--- src/rtl/twc_pkg.sv ---
package twc_pkg;

    // Byte-engine operation codes; the engine decodes these values.
    typedef enum logic [2:0] {
        OP_NONE     = 3'd0,
        OP_START_WR = 3'd1,
        OP_WR       = 3'd2,
        OP_RD_ACK   = 3'd3,
        OP_RD_NACK  = 3'd4,
        OP_STOP     = 3'd5
    } twc_op_e;

    typedef enum logic [1:0] {
        ERR_NONE = 2'd0,
        ERR_SIZE = 2'd1,
        ERR_ADDR = 2'd2,
        ERR_DATA = 2'd3
    } twc_err_e;

    typedef enum logic [3:0] {
        S_IDLE   = 4'd0,
        S_HDR    = 4'd1,
        S_OFS    = 4'd2,
        S_GAP    = 4'd3,
        S_RHDR   = 4'd4,
        S_RD     = 4'd5,
        S_RDOUT  = 4'd6,
        S_WFETCH = 4'd7,
        S_WR     = 4'd8,
        S_STOP   = 4'd9,
        S_DONE   = 4'd10
    } twc_state_e;

endpackage

--- src/rtl/twc_gap.sv ---
module twc_gap #(
    parameter int GAP_CYCLES = 6000
) (
    input  logic clk,
    input  logic rst_n,
    input  logic start,
    output logic busy
);
    localparam int CW = (GAP_CYCLES < 1) ? 1 : $clog2(GAP_CYCLES + 1);

    logic [CW-1:0] cnt_d, cnt_q;

    always_comb begin
        cnt_d = cnt_q;
        if (start) begin
            cnt_d = CW'(GAP_CYCLES);
        end else if (cnt_q != '0) begin
            cnt_d = cnt_q - 1'b1;
        end
    end

    always_ff @(posedge clk) begin
        if (!rst_n) cnt_q <= '0;
        else        cnt_q <= cnt_d;
    end

    assign busy = (cnt_q != '0);

endmodule

--- src/rtl/twc_lenctr.sv ---
module twc_lenctr #(
    parameter int LEN_W = 16
) (
    input  logic             clk,
    input  logic             rst_n,
    input  logic             load,
    input  logic [LEN_W-1:0] load_val,
    input  logic             dec,
    output logic             last
);
    logic [LEN_W-1:0] cnt_d, cnt_q;

    always_comb begin
        cnt_d = cnt_q;
        if (load) begin
            cnt_d = load_val;
        end else if (dec && cnt_q != '0) begin
            cnt_d = cnt_q - 1'b1;
        end
    end

    always_ff @(posedge clk) begin
        if (!rst_n) cnt_q <= '0;
        else        cnt_q <= cnt_d;
    end

    assign last = (cnt_q == LEN_W'(1));

endmodule

--- src/rtl/twc_hdr.sv ---
module twc_hdr #(
    parameter int OFS_W = 16,
    parameter int IDX_W = 2
) (
    input  logic             legacy,
    input  logic [6:0]       dev_addr,
    input  logic [OFS_W-1:0] ofs,
    input  logic [IDX_W-1:0] idx,
    output logic [7:0]       addr_wr,
    output logic [7:0]       addr_rd,
    output logic [7:0]       ofs_byte
);
    // Legacy mode folds the low offset bits into the address byte.
    always_comb begin
        if (legacy) begin
            addr_wr = {ofs[6:0], 1'b0};
            addr_rd = {ofs[6:0], 1'b1};
        end else begin
            addr_wr = {dev_addr, 1'b0};
            addr_rd = {dev_addr, 1'b1};
        end
        ofs_byte = 8'(ofs >> {idx, 3'b000});
    end

endmodule

--- src/rtl/twc_blkxfer.sv ---
module twc_blkxfer
    import twc_pkg::*;
#(
    parameter  int LEN_W      = 16,
    parameter  int MAX_OFS    = 2,
    parameter  int GAP_CYCLES = 6000,
    localparam int OFS_W      = 8 * MAX_OFS
) (
    input  logic             clk,
    input  logic             rst_n,
    input  logic             req_valid,
    output logic             req_ready,
    input  logic             req_write,
    input  logic             req_legacy,
    input  logic [15:0]      req_desc,
    input  logic [OFS_W-1:0] req_offset,
    input  logic [LEN_W-1:0] req_len,
    input  logic             wr_valid,
    output logic             wr_ready,
    input  logic [7:0]       wr_data,
    output logic             rd_valid,
    input  logic             rd_ready,
    output logic [7:0]       rd_data,
    output logic             eng_valid,
    input  logic             eng_ready,
    output logic [2:0]       eng_op,
    output logic [7:0]       eng_byte,
    input  logic             eng_done,
    input  logic             eng_nack,
    input  logic [7:0]       eng_rdata,
    output logic             done,
    output logic [1:0]       err_code
);
    localparam int IDX_W = $clog2(MAX_OFS + 1);

    typedef struct packed {
        twc_state_e       st;
        logic             sent;
        logic [IDX_W-1:0] idx;
        twc_err_e         err;
        logic             wr;
        logic             leg;
        logic [6:0]       dev;
        logic [7:0]       nofs;
        logic [OFS_W-1:0] ofs;
        logic [7:0]       data;
    } ctl_t;

    ctl_t q, n;

    logic       cnt_load, cnt_dec, cnt_last;
    logic       gap_start, gap_busy;
    logic       fin;
    logic [7:0] addr_wr, addr_rd, ofs_byte;

    twc_gap #(.GAP_CYCLES(GAP_CYCLES)) u_gap (
        .clk   (clk),
        .rst_n (rst_n),
        .start (gap_start),
        .busy  (gap_busy)
    );

    twc_lenctr #(.LEN_W(LEN_W)) u_len (
        .clk      (clk),
        .rst_n    (rst_n),
        .load     (cnt_load),
        .load_val (req_len),
        .dec      (cnt_dec),
        .last     (cnt_last)
    );

    twc_hdr #(.OFS_W(OFS_W), .IDX_W(IDX_W)) u_hdr (
        .legacy   (q.leg),
        .dev_addr (q.dev),
        .ofs      (q.ofs),
        .idx      (q.idx),
        .addr_wr  (addr_wr),
        .addr_rd  (addr_rd),
        .ofs_byte (ofs_byte)
    );

    always_comb begin
        n         = q;
        fin       = q.sent & eng_done;
        req_ready = 1'b0;
        wr_ready  = 1'b0;
        rd_valid  = 1'b0;
        eng_valid = 1'b0;
        eng_op    = OP_NONE;
        eng_byte  = 8'h00;
        done      = 1'b0;
        cnt_load  = 1'b0;
        cnt_dec   = 1'b0;
        gap_start = 1'b0;

        case (q.st)
            S_IDLE: begin
                req_ready = 1'b1;
                if (req_valid) begin
                    n.wr     = req_write;
                    n.leg    = req_legacy;
                    n.dev    = req_desc[7:1];
                    n.nofs   = req_desc[15:8];
                    n.ofs    = req_offset;
                    n.idx    = '0;
                    n.err    = ERR_NONE;
                    n.sent   = 1'b0;
                    cnt_load = 1'b1;
                    if (!req_legacy && (req_desc[15:8] > 8'(MAX_OFS))) begin
                        n.err = ERR_SIZE;
                        n.st  = S_DONE;
                    end else if (req_len == '0) begin
                        n.st = S_STOP;
                    end else begin
                        n.st = S_HDR;
                    end
                end
            end
            S_HDR: begin
                eng_valid = !q.sent;
                eng_op    = OP_START_WR;
                eng_byte  = (q.leg && !q.wr) ? addr_rd : addr_wr;
                if (fin) begin
                    if (eng_nack) begin
                        n.err = ERR_ADDR;
                        n.st  = S_STOP;
                    end else if (q.leg) begin
                        n.st = q.wr ? S_WFETCH : S_RD;
                    end else if (q.nofs != 8'd0) begin
                        n.st = S_OFS;
                    end else begin
                        n.st = q.wr ? S_WFETCH : S_RHDR;
                    end
                end
            end
            S_OFS: begin
                eng_valid = !q.sent;
                eng_op    = OP_WR;
                eng_byte  = ofs_byte;
                if (fin) begin
                    if (eng_nack) begin
                        n.err = ERR_ADDR;
                        n.st  = S_STOP;
                    end else begin
                        n.idx     = q.idx + 1'b1;
                        gap_start = 1'b1;
                        n.st      = S_GAP;
                    end
                end
            end
            S_GAP: begin
                if (!gap_busy) begin
                    if (8'(q.idx) == q.nofs) n.st = q.wr ? S_WFETCH : S_RHDR;
                    else                     n.st = S_OFS;
                end
            end
            S_RHDR: begin
                eng_valid = !q.sent;
                eng_op    = OP_START_WR;
                eng_byte  = addr_rd;
                if (fin) begin
                    if (eng_nack) begin
                        n.err = ERR_ADDR;
                        n.st  = S_STOP;
                    end else begin
                        n.st = S_RD;
                    end
                end
            end
            S_RD: begin
                eng_valid = !q.sent;
                eng_op    = cnt_last ? OP_RD_NACK : OP_RD_ACK;
                if (fin) begin
                    n.data = eng_rdata;
                    n.st   = S_RDOUT;
                end
            end
            S_RDOUT: begin
                rd_valid = 1'b1;
                if (rd_ready) begin
                    cnt_dec = 1'b1;
                    n.st    = cnt_last ? S_STOP : S_RD;
                end
            end
            S_WFETCH: begin
                wr_ready = 1'b1;
                if (wr_valid) begin
                    n.data = wr_data;
                    n.st   = S_WR;
                end
            end
            S_WR: begin
                eng_valid = !q.sent;
                eng_op    = OP_WR;
                eng_byte  = q.data;
                if (fin) begin
                    if (eng_nack) begin
                        n.err = ERR_DATA;
                        n.st  = S_STOP;
                    end else begin
                        cnt_dec = 1'b1;
                        n.st    = cnt_last ? S_STOP : S_WFETCH;
                    end
                end
            end
            S_STOP: begin
                eng_valid = !q.sent;
                eng_op    = OP_STOP;
                if (fin) n.st = S_DONE;
            end
            S_DONE: begin
                done = 1'b1;
                n.st = S_IDLE;
            end
            default: n.st = S_IDLE;
        endcase

        if (eng_valid && eng_ready) n.sent = 1'b1;
        if (fin)                    n.sent = 1'b0;
    end

    always_ff @(posedge clk) begin
        if (!rst_n) q <= '0;
        else        q <= n;
    end

    assign rd_data  = q.data;
    assign err_code = q.err;

    // Checker state: whether the last operation the engine accepted was a STOP.
    logic last_stop_q;
    always_ff @(posedge clk) begin
        if (!rst_n)                      last_stop_q <= 1'b0;
        else if (eng_valid && eng_ready) last_stop_q <= (eng_op == OP_STOP);
        else if (req_valid && req_ready) last_stop_q <= 1'b0;
    end


    eng_hold_chk: assert property (@(posedge clk) disable iff (!rst_n)
        eng_valid && !eng_ready |=> eng_valid && $stable(eng_op) && $stable(eng_byte));


    rd_hold_chk: assert property (@(posedge clk) disable iff (!rst_n)
        rd_valid && !rd_ready |=> rd_valid && $stable(rd_data));


    gap_quiet_chk: assert property (@(posedge clk) disable iff (!rst_n)
        gap_busy |-> !eng_valid);


    stop_before_done_chk: assert property (@(posedge clk) disable iff (!rst_n)
        done && (err_code != ERR_SIZE) |-> last_stop_q);


    size_reject_chk: assert property (@(posedge clk) disable iff (!rst_n)
        req_valid && req_ready && !req_legacy && (req_desc[15:8] > 8'(MAX_OFS))
        |=> done && (err_code == ERR_SIZE));


    done_pulse_chk: assert property (@(posedge clk) disable iff (!rst_n)
        done |=> !done && req_ready);

endmodule

--- config.mk ---
export PLATFORM = sky130hd
export DESIGN_NAME = twc_blkxfer
export DESIGN_NICKNAME = d
export VERILOG_FILES = /design/src/rtl/twc_pkg.sv /design/src/rtl/twc_gap.sv /design/src/rtl/twc_lenctr.sv /design/src/rtl/twc_hdr.sv /design/src/rtl/twc_blkxfer.sv
export SDC_FILE = /design/constraint.sdc
export NUM_CORES = 1
export LEC_CHECK = 0
export ABC_AREA = 1
export CAP_MARGIN = 15
export CORE_ASPECT_RATIO = 1.1
export CORE_UTILIZATION = 55
export DETAILED_ROUTE_END_ITERATION = 7
export GPL_TIMING_DRIVEN = 0
export PLACE_DENSITY = 0.83
export SLEW_MARGIN = 10
export SYNTH_ARGS = -nofsm -noshare
export SYNTH_HDL_FRONTEND = slang
export SYNTH_SLANG_ARGS = --single-unit
--- constraint.sdc ---
create_clock -name clk -period 3.3 [get_ports clk]
set_clock_uncertainty 0.15 [all_clocks]
set_input_delay 0.66 -clock clk [delete_from_list [all_inputs] [get_ports clk]]
set_output_delay 0.66 -clock clk [all_outputs]
set_load 0.01 [all_outputs]
[Word level (Yosys, flattened, before mapping)]
Index checks and enable logic that the tools add are counted.
Storage, ports and cells
  register bits after elaboration: 79
  output and inout port bits: 26
Operators by class
  $add $sub $neg: 3
  $lt $le $gt $ge: 1
  equality and inequality tests: 25
  shift-type cells: 1
  mux-type cells: 60
  bitwise logic cells: 2
  reduce and logical (&&, ||, !) cells: 30
Operator list (number)
  $mux 4: 19
  $mux 42: 1
  $mux 8: 5
  $pmux 4 s10: 1
  $mux 16: 2
  $pmux 8 s4: 1
  $mux 13: 2
  $ne 2x2->1 const B: 12
  $eq 16x1->1 const B: 1
  $eq 4x3->1 const B: 4
  $logic_not 16->1: 1
  $pmux 8 s2: 1
  $reduce_bool 16->1: 1
  $shr 16x5->8: 1
  $sub 16x1->16 const B: 1
  $mux 1: 14
  $mux 2: 7
  $reduce_bool 13->1: 1
  $sub 13x1->13 const B: 1
  $eq 4x4->1 const B: 3
  $pmux 3 s4: 1
  $reduce_bool 2->1: 6
  $reduce_and 10->1: 1
  $mux 3: 3
  other kinds (22): 32

[Logic depth before layout (Yosys ltp)]
Gate-level depths: netlist (run 1).
  depth in word-level cells: 6
  depth in mapped cells: 13

[Cells and area by module]
From an unflattened synthesis (run 1), not the netlist that was laid out.
Second synthesis, totals
  cell total of the unflattened synthesis: 831
  area total of the unflattened synthesis: 5109.9 um^2
Modules (own cells, without submodules)
  twc_blkxfer: instances 1, cells an instance 437, area each 2735.1 um^2, sequential area each 1001.0 um^2
  twc_lenctr: instances 1, cells an instance 212, area each 1234.9 um^2, sequential area each 320.3 um^2
  twc_gap: instances 1, cells an instance 106, area each 784.5 um^2, sequential area each 260.2 um^2
  twc_hdr: instances 1, cells an instance 76, area each 355.3 um^2, sequential area each 0.0 um^2

[Worst setup path before layout (run 1)]
OpenSTA, ideal clock, no wires.
  path kind: flip-flop to output port
  start: register q[47] in the netlist's numbering
  end: output eng_byte[3]
  arrival: 1.160 ns
  path slack: 1.330 ns
  cell stages (with the launch flop): 7
  path buffers: 0
  cell sequence: dfxtp_1 inv_2 nor2_1 nand2_1 nor2_2 o211ai_1 o211ai_1
Between the ends
  cells in the longest elaborated chain, start to end: 2
  elaborated cells on any way between the ends: 5
RTL lines
  from (decl): RTL line twc_blkxfer.sv:49  | ctl_t q, n;
  from (signal assigned): RTL line twc_blkxfer.sv:224  | else q <= n;
  $eq 4x4->1 (tied with other cells): RTL line twc_blkxfer.sv:96  | case (q.st)
  $pmux 8 s4 (*): RTL line twc_blkxfer.sv:96
  to (decl): RTL line twc_blkxfer.sv:27  | output logic [7:0] eng_byte,
Every way passes the cells marked *; elsewhere a longest branch is shown, timed or not.

[Worst setup path after layout (run 1)]
  start: register q[48] in the netlist's numbering
  end: output eng_byte[3]
Same word-level chain as after synthesis.

==> results.toml, run 1 <==
[run_status]
status = "finished, final reports clean"

[floorplanning]
initial_core_util_pct = 57.5
core_um2 = 8040
die_w_um = 89.4
die_y_um = 98.2
io_pins = 100
row_count = 34
dieArea_um2 = 8780

[placement]
portBuffers = 98
dp_hpwl_mm = 10.6
gp_congestion = 1.01

[finish]
n_antenna_cell = 0
fill_cells = 648
regArea_um2 = 1580
drive_gt1_share_pct = 7.79
fin_util_pct = 74.2
multi_input_area_um2 = 2590
nNetsFinal = 908
areaGrowthSynthToFinish_pct = 29.0

[critical_path]
critical-path-top-delay-family = "simple AND/OR/NAND/NOR gates"
cp_cell_sequence = "nor2_1, nand2_1, nor2_4, o211ai_1, o211ai_1, clkdlybuf4s50_1"
cp_max_fo = 9
cpMaxStageDelayCell = "clkdlybuf4s50_1"
crit_path_end_kind = "output pin"
cp_common_cell = "o211ai_1"
slowest_delay_ns = 0.59
cp-start-kind = "flop"
worst_ep_required_time_ns = 2.49
crit_type = "reg -> out"
critPathBufInv = 1
cp.arrival_ns = 2.37

[power]
powerDensity_nw_per_um2 = 792
finalPower_mw = 4.73
ir_drop_v = 0.000361
p_leak_nw = 2.55

[cts]
clkSlewWorstSetupHoldPaths_ns = 0.09
cts.hold.buffers_added = 0
clock-sinks = 79
cts_made_buffers = 9
post_cts_buffers = 0
clockBufferDepth = 2
cts_tree = "yes"
h-tree-depth = 3
clkLatencyLatePin_ns = 0.36
cts_root_buffer = "clkbuf_8"

[synthesis]
synth.distinct_cells = 35
yosysMostFrequentCell = "nand2_1"
synth.area.top_cells = "dfxtp_1 (34%), nand2_1 (18%), nor2_1 (6.9%)"
yosysTopAreaCell = "dfxtp_1"
yosysWarnings = 0
netlist_area_um2 = 4620
synth_ff_type = "dfxtp_1"
synth.avg_cell_area_um2 = 6.42
synth-seq-area-share_pct = 34.2
ys_ff_latch = 79
synthCells = 720
synth-edff-count = 0
yosysTopAreaCellShare_pct = 34.2
syn-num-nets = 799
yosys-top-cells-count = "nand2_1 (223), nor2_1 (85), dfxtp_1 (79)"
async_flop_share_pct = 0

[detailed_routing]
first_pass_iters = 7
via_per_inst = 5.45
dr_total_vias = 5133
drc_errors = 0
routed_wl_mm = 13.9
final_antenna_net_count = 0
detail_route.wl_per_cell_um = 14.7
drt_iter0_drc = 402

[global_routing]
grt_remaining_overflow = 0
grt_max_degree = 15
antenna_found_initial = 0
grtUsageTotal_pct = 32.1
grt_pass1_wl_mm = 21.8
grt_pass1_vias = 4895

[timing]
period_minus_slack_ns = 3.18
rsz0062_at_grt = "false"
final.period_utilization_pct = 96.2
finalSetupViolations = 0
clock.fmax_mhz = 315
slew_headroom_pct = 52.1
finalHoldViolations = 0
drv_slew = 0
worst_slew_pin_slew_ns = 0.718
setup_tns_ns = 0

[job]
maxCapViolations = 0

[worst_hold_path]
hold_class = "reg -> reg"
-- cells by family (layout without fill, tap and decap cells) --
family                     Yosys count  in the layout  synth area share, %
AOI/OAI and AO/OA                  142            142                 17.1
xor gates and xnor gates            15             15                 2.84
adders and majority gates            5              5                 1.35
buffers and inverters              101            215                 9.80
DFF                                 79             79                 34.2
and+or+nand+nor                    378            378                 34.7
-- registers in the layout (all words and copies together), names as in the netlist --
name         count
u_gap.cnt_q     13
u_len.cnt_q     16
err_code         2
q               40
rd_data          8
-- cell usage in the layout, fill, tap and decap left out, types with 10 or more instances in the layout --
| master | n |
|---|---|
| o211ai_1 | 13 |
| nor2_1 | 85 |
| nand2_1 | 223 |
| nand3_1 | 29 |
| inv_1 | 58 |
| clkbuf_1 | 13 |
| a31oi_1 | 12 |
| clkdlybuf4s50_1 | 98 |
| a21oi_1 | 57 |
| buf_4 | 10 |
| o21ai_0 | 45 |
| dfxtp_1 | 79 |
-- worst reg2reg max path: cells and delay by family (launching register included) --
family | cells | cell delay (ns)
AND/OR/NAND/NOR | 7 | 0.94
flip-flops | 1 | 0.34
adder cells (fa/ha/maj) | 1 | 0.23
buffers and inverters | 1 | 0.17
AO/OA/AOI/OAI | 1 | 0.12
-- area by class of cell --
type / instances / area share (%)
Tap cell: 108 / 2.27
Sequential cell: 79 / 26.5
Multi-Input combinational cell: 540 / 43.5
Timing Repair Buffer: 98 / 16.4
Clock buffer: 10 / 2.14
Clock inverter: 6 / 1.57
Inverter: 68 / 4.28
Buffer: 33 / 3.31
-- report_power, final --
group | internal (mW) | switching, mW | total, mW
clock network | 0.433 | 0.386 | 0.819
logic | 0.941 | 1.56 | 2.50
registers | 1.21 | 0.196 | 1.40
-- layer usage --
metal  GRT usage (%)  up-vias  routed length, µm
li1                -     2542                  -
met1            38.9     2351               5880
met2            56.0      208               6880
met3            4.06       32                811
met4            13.8        0                319
met5               0        -                  0
-- path summary, 6_finish.rpt --
path,from,endpoint,slack (ns),cells after the start
setup / recovery,q[48]$_SDFFE_PN0P_,eng_byte[3],0.12,6
hold / removal,q[15]$_SDFFE_PN0P_,q[15]$_SDFFE_PN0P_,0.31,2
setup reg to reg,u_gap.cnt_q[0]$_SDFFE_PP0P_,q[47]$_SDFFE_PN0P_,1.29,10
hold reg to reg,q[15]$_SDFFE_PN0P_,q[15]$_SDFFE_PN0P_,0.31,2
-- through the flow --
stage | instance area (µm²) | std cells | hold slack [ns] | setup slack [ns]
floorplan | 4620 | 720 | 0.274 | 1.33
global placement | 5740 | 926 | 0.285 | 0.469
detailed placement | 5740 | 926 | 0.292 | 0.425
CTS | 5960 | 942 | 0.309 | 0.0241
global route | 5970 | 942 | 0.326 | 0.0458
finish | 5970 | 942 | 0.308 | 0.124
-- repair_timing --
item,CTS,global route
endpoints found under the hold margin,0,0
endpoints found under the setup margin,0,1
gates resized for setup,0,1
(Power assumes the default switching activity.)
==> run 2: changes to the inputs <==
- RECOVER_POWER: default -> 100
==> results.toml, run 2 (same netlist as run 1, synthesis figures left out) <==
[detailed_routing]
final_antenna_net_count = 0
via_per_inst = 5.44
routed_wl_mm = 13.9
dr_total_vias = 5125
detail_route.wl_per_cell_um = 14.7
drt_iter0_drc = 391
drc_errors = 0
first_pass_iters = 5

[timing]
finalHoldViolations = 0
final.period_utilization_pct = 96.5
drv_slew = 0
period_minus_slack_ns = 3.18
slew_headroom_pct = 54.3
rsz0062_at_grt = "false"
worst_slew_pin_slew_ns = 0.685
finalSetupViolations = 0
setup_tns_ns = 0
worst_slack_ns = 0.115
clock.fmax_mhz = 314

[finish]
n_antenna_cell = 0
nNetsFinal = 908
final_common_cell = "nand2_1"
drive_gt1_share_pct = 5.76
largest_reg_flops = 40
final_cell_mix = "nand2_1 (226), nor2_1 (88), dfxtp_1 (79), clkdlybuf4s50_1 (79), inv_1 (60)"
instances_no_fill = 942
multi_input_area_um2 = 2550
reg_top3 = "q (40), u_len.cnt_q (16), u_gap.cnt_q (13)"
regArea_um2 = 1580
areaGrowthSynthToFinish_pct = 27.6
top_register = "q"
fill_cells = 665
final_area_um2 = 5900

[critical_path]
crit_type = "reg -> out"
crit_path_end_kind = "output pin"
cp_max_fo = 9
cp-startpoint = "q[48]$_SDFFE_PN0P_"
cp.arrival_ns = 2.37
cp-start-kind = "flop"
worst_ep_required_time_ns = 2.49
timing.rr.start = "q[47]$_SDFFE_PN0P_"

[global_routing]
grtUsageTotal_pct = 32.1
antenna_found_initial = 0
grt_remaining_overflow = 0
grt_max_degree = 15
grt_pass1_wl_mm = 21.8
grt_pass1_vias = 4895

[floorplanning]
dieArea_um2 = 8780
core_um2 = 8040
die_w_um = 89.4
initial_core_util_pct = 57.5
die_y_um = 98.2
io_pins = 100
row_count = 34

[cts]
cts.hold.buffers_added = 0
cts_tree = "yes"
cts_root_buffer = "clkbuf_8"
clock-sinks = 79
cts_resized = 0
h-tree-depth = 3
cts_made_buffers = 9
clkSlewWorstSetupHoldPaths_ns = 0.09
clkLatencyLatePin_ns = 0.35
post_cts_buffers = 0
clockBufferDepth = 2

[placement]
dp_slack_ns = 0.425
dp_hpwl_mm = 10.6
placed_cell_area_um2 = 5740
gp_congestion = 1.01
dp.cells = 926
portBuffers = 98

[power]
p_leak_nw = 2.57
ir_drop_v = 0.000337
powerDensity_nw_per_um2 = 788

[worst_hold_path]
min_from = "q[34]$_SDFFE_PN0P_"
hold_class = "reg -> reg"

[job]
maxCapViolations = 0

[run_status]
status = "finished, final reports clean"
run 2: changes by cell type in the layout (fill, tap and decap cells not counted), sizes merged:
cell | previous run | this run
inv | 68 | 67
buf | 20 | 15
clkbuf | 23 | 28
dlygate4sd3 | 0 | 19
clkinv | 4 | 5
clkdlybuf4s50 | 98 | 79
run 2: final cells by class:
type | instances | area share [%]
timing repair buffer | 98 | 16.6
sequential | 79 | 26.8
tap | 108 | 2.29
clock inverter | 6 | 1.59
inverter | 68 | 4.33
multi-input combinational | 540 | 43.2
buffer | 33 | 3.03
clock buffer | 10 | 2.16
run 2: path summary, 6_finish.rpt:
kind / endpoint / slack [ns] / cells past startpoint
worst max-delay path: eng_byte[0] / 0.12 / 6
worst min register to register: q[34]$_SDFFE_PN0P_ / 0.31 / 2
worst max register to register: u_len.cnt_q[12]$_SDFFE_PN0P_ / 0.88 / 12
worst min-delay path: q[34]$_SDFFE_PN0P_ / 0.31 / 2
run 2: worst max-delay path: stages, from the launching register on:
cell and delay [ns]:
dfxtp_1 0.39, nor2_1 0.26, nand2_1 0.23, nor2_4 0.27, o211ai_1 0.15, nand4_1 0.11, dlygate4sd3_1 0.62
run 2: stage by stage:
step	power, mW	hold WS, ns	util [%]
floorplan	3.12	0.274	-
global placement	3.78	0.285	71.4
detailed placement	3.86	0.292	71.4
CTS	4.67	0.309	74.1
global route	4.97	0.326	73.4
finish	4.65	0.307	73.4
run 2: where the power goes:
| group | switching (mW) | leakage, nW | internal, mW | total, mW |
|---|---|---|---|---|
| clock | 0.384 | 0.112 | 0.433 | 0.818 |
| sequential | 0.196 | 0.649 | 1.21 | 1.40 |
| combinational | 1.54 | 1.81 | 0.889 | 2.43 |
| total | 2.12 | 2.57 | 2.53 | 4.65 |
run 2: layer usage:
layer	global-route usage [%]	share of wire, %	routed length (µm)	vias up
met2	56.0	50	6910	197
met5	0	0	0	-
met3	4.06	5.4	756	20
met1	38.9	43	6000	2368
li1	-	-	-	2540
met4	13.8	1.6	221	0
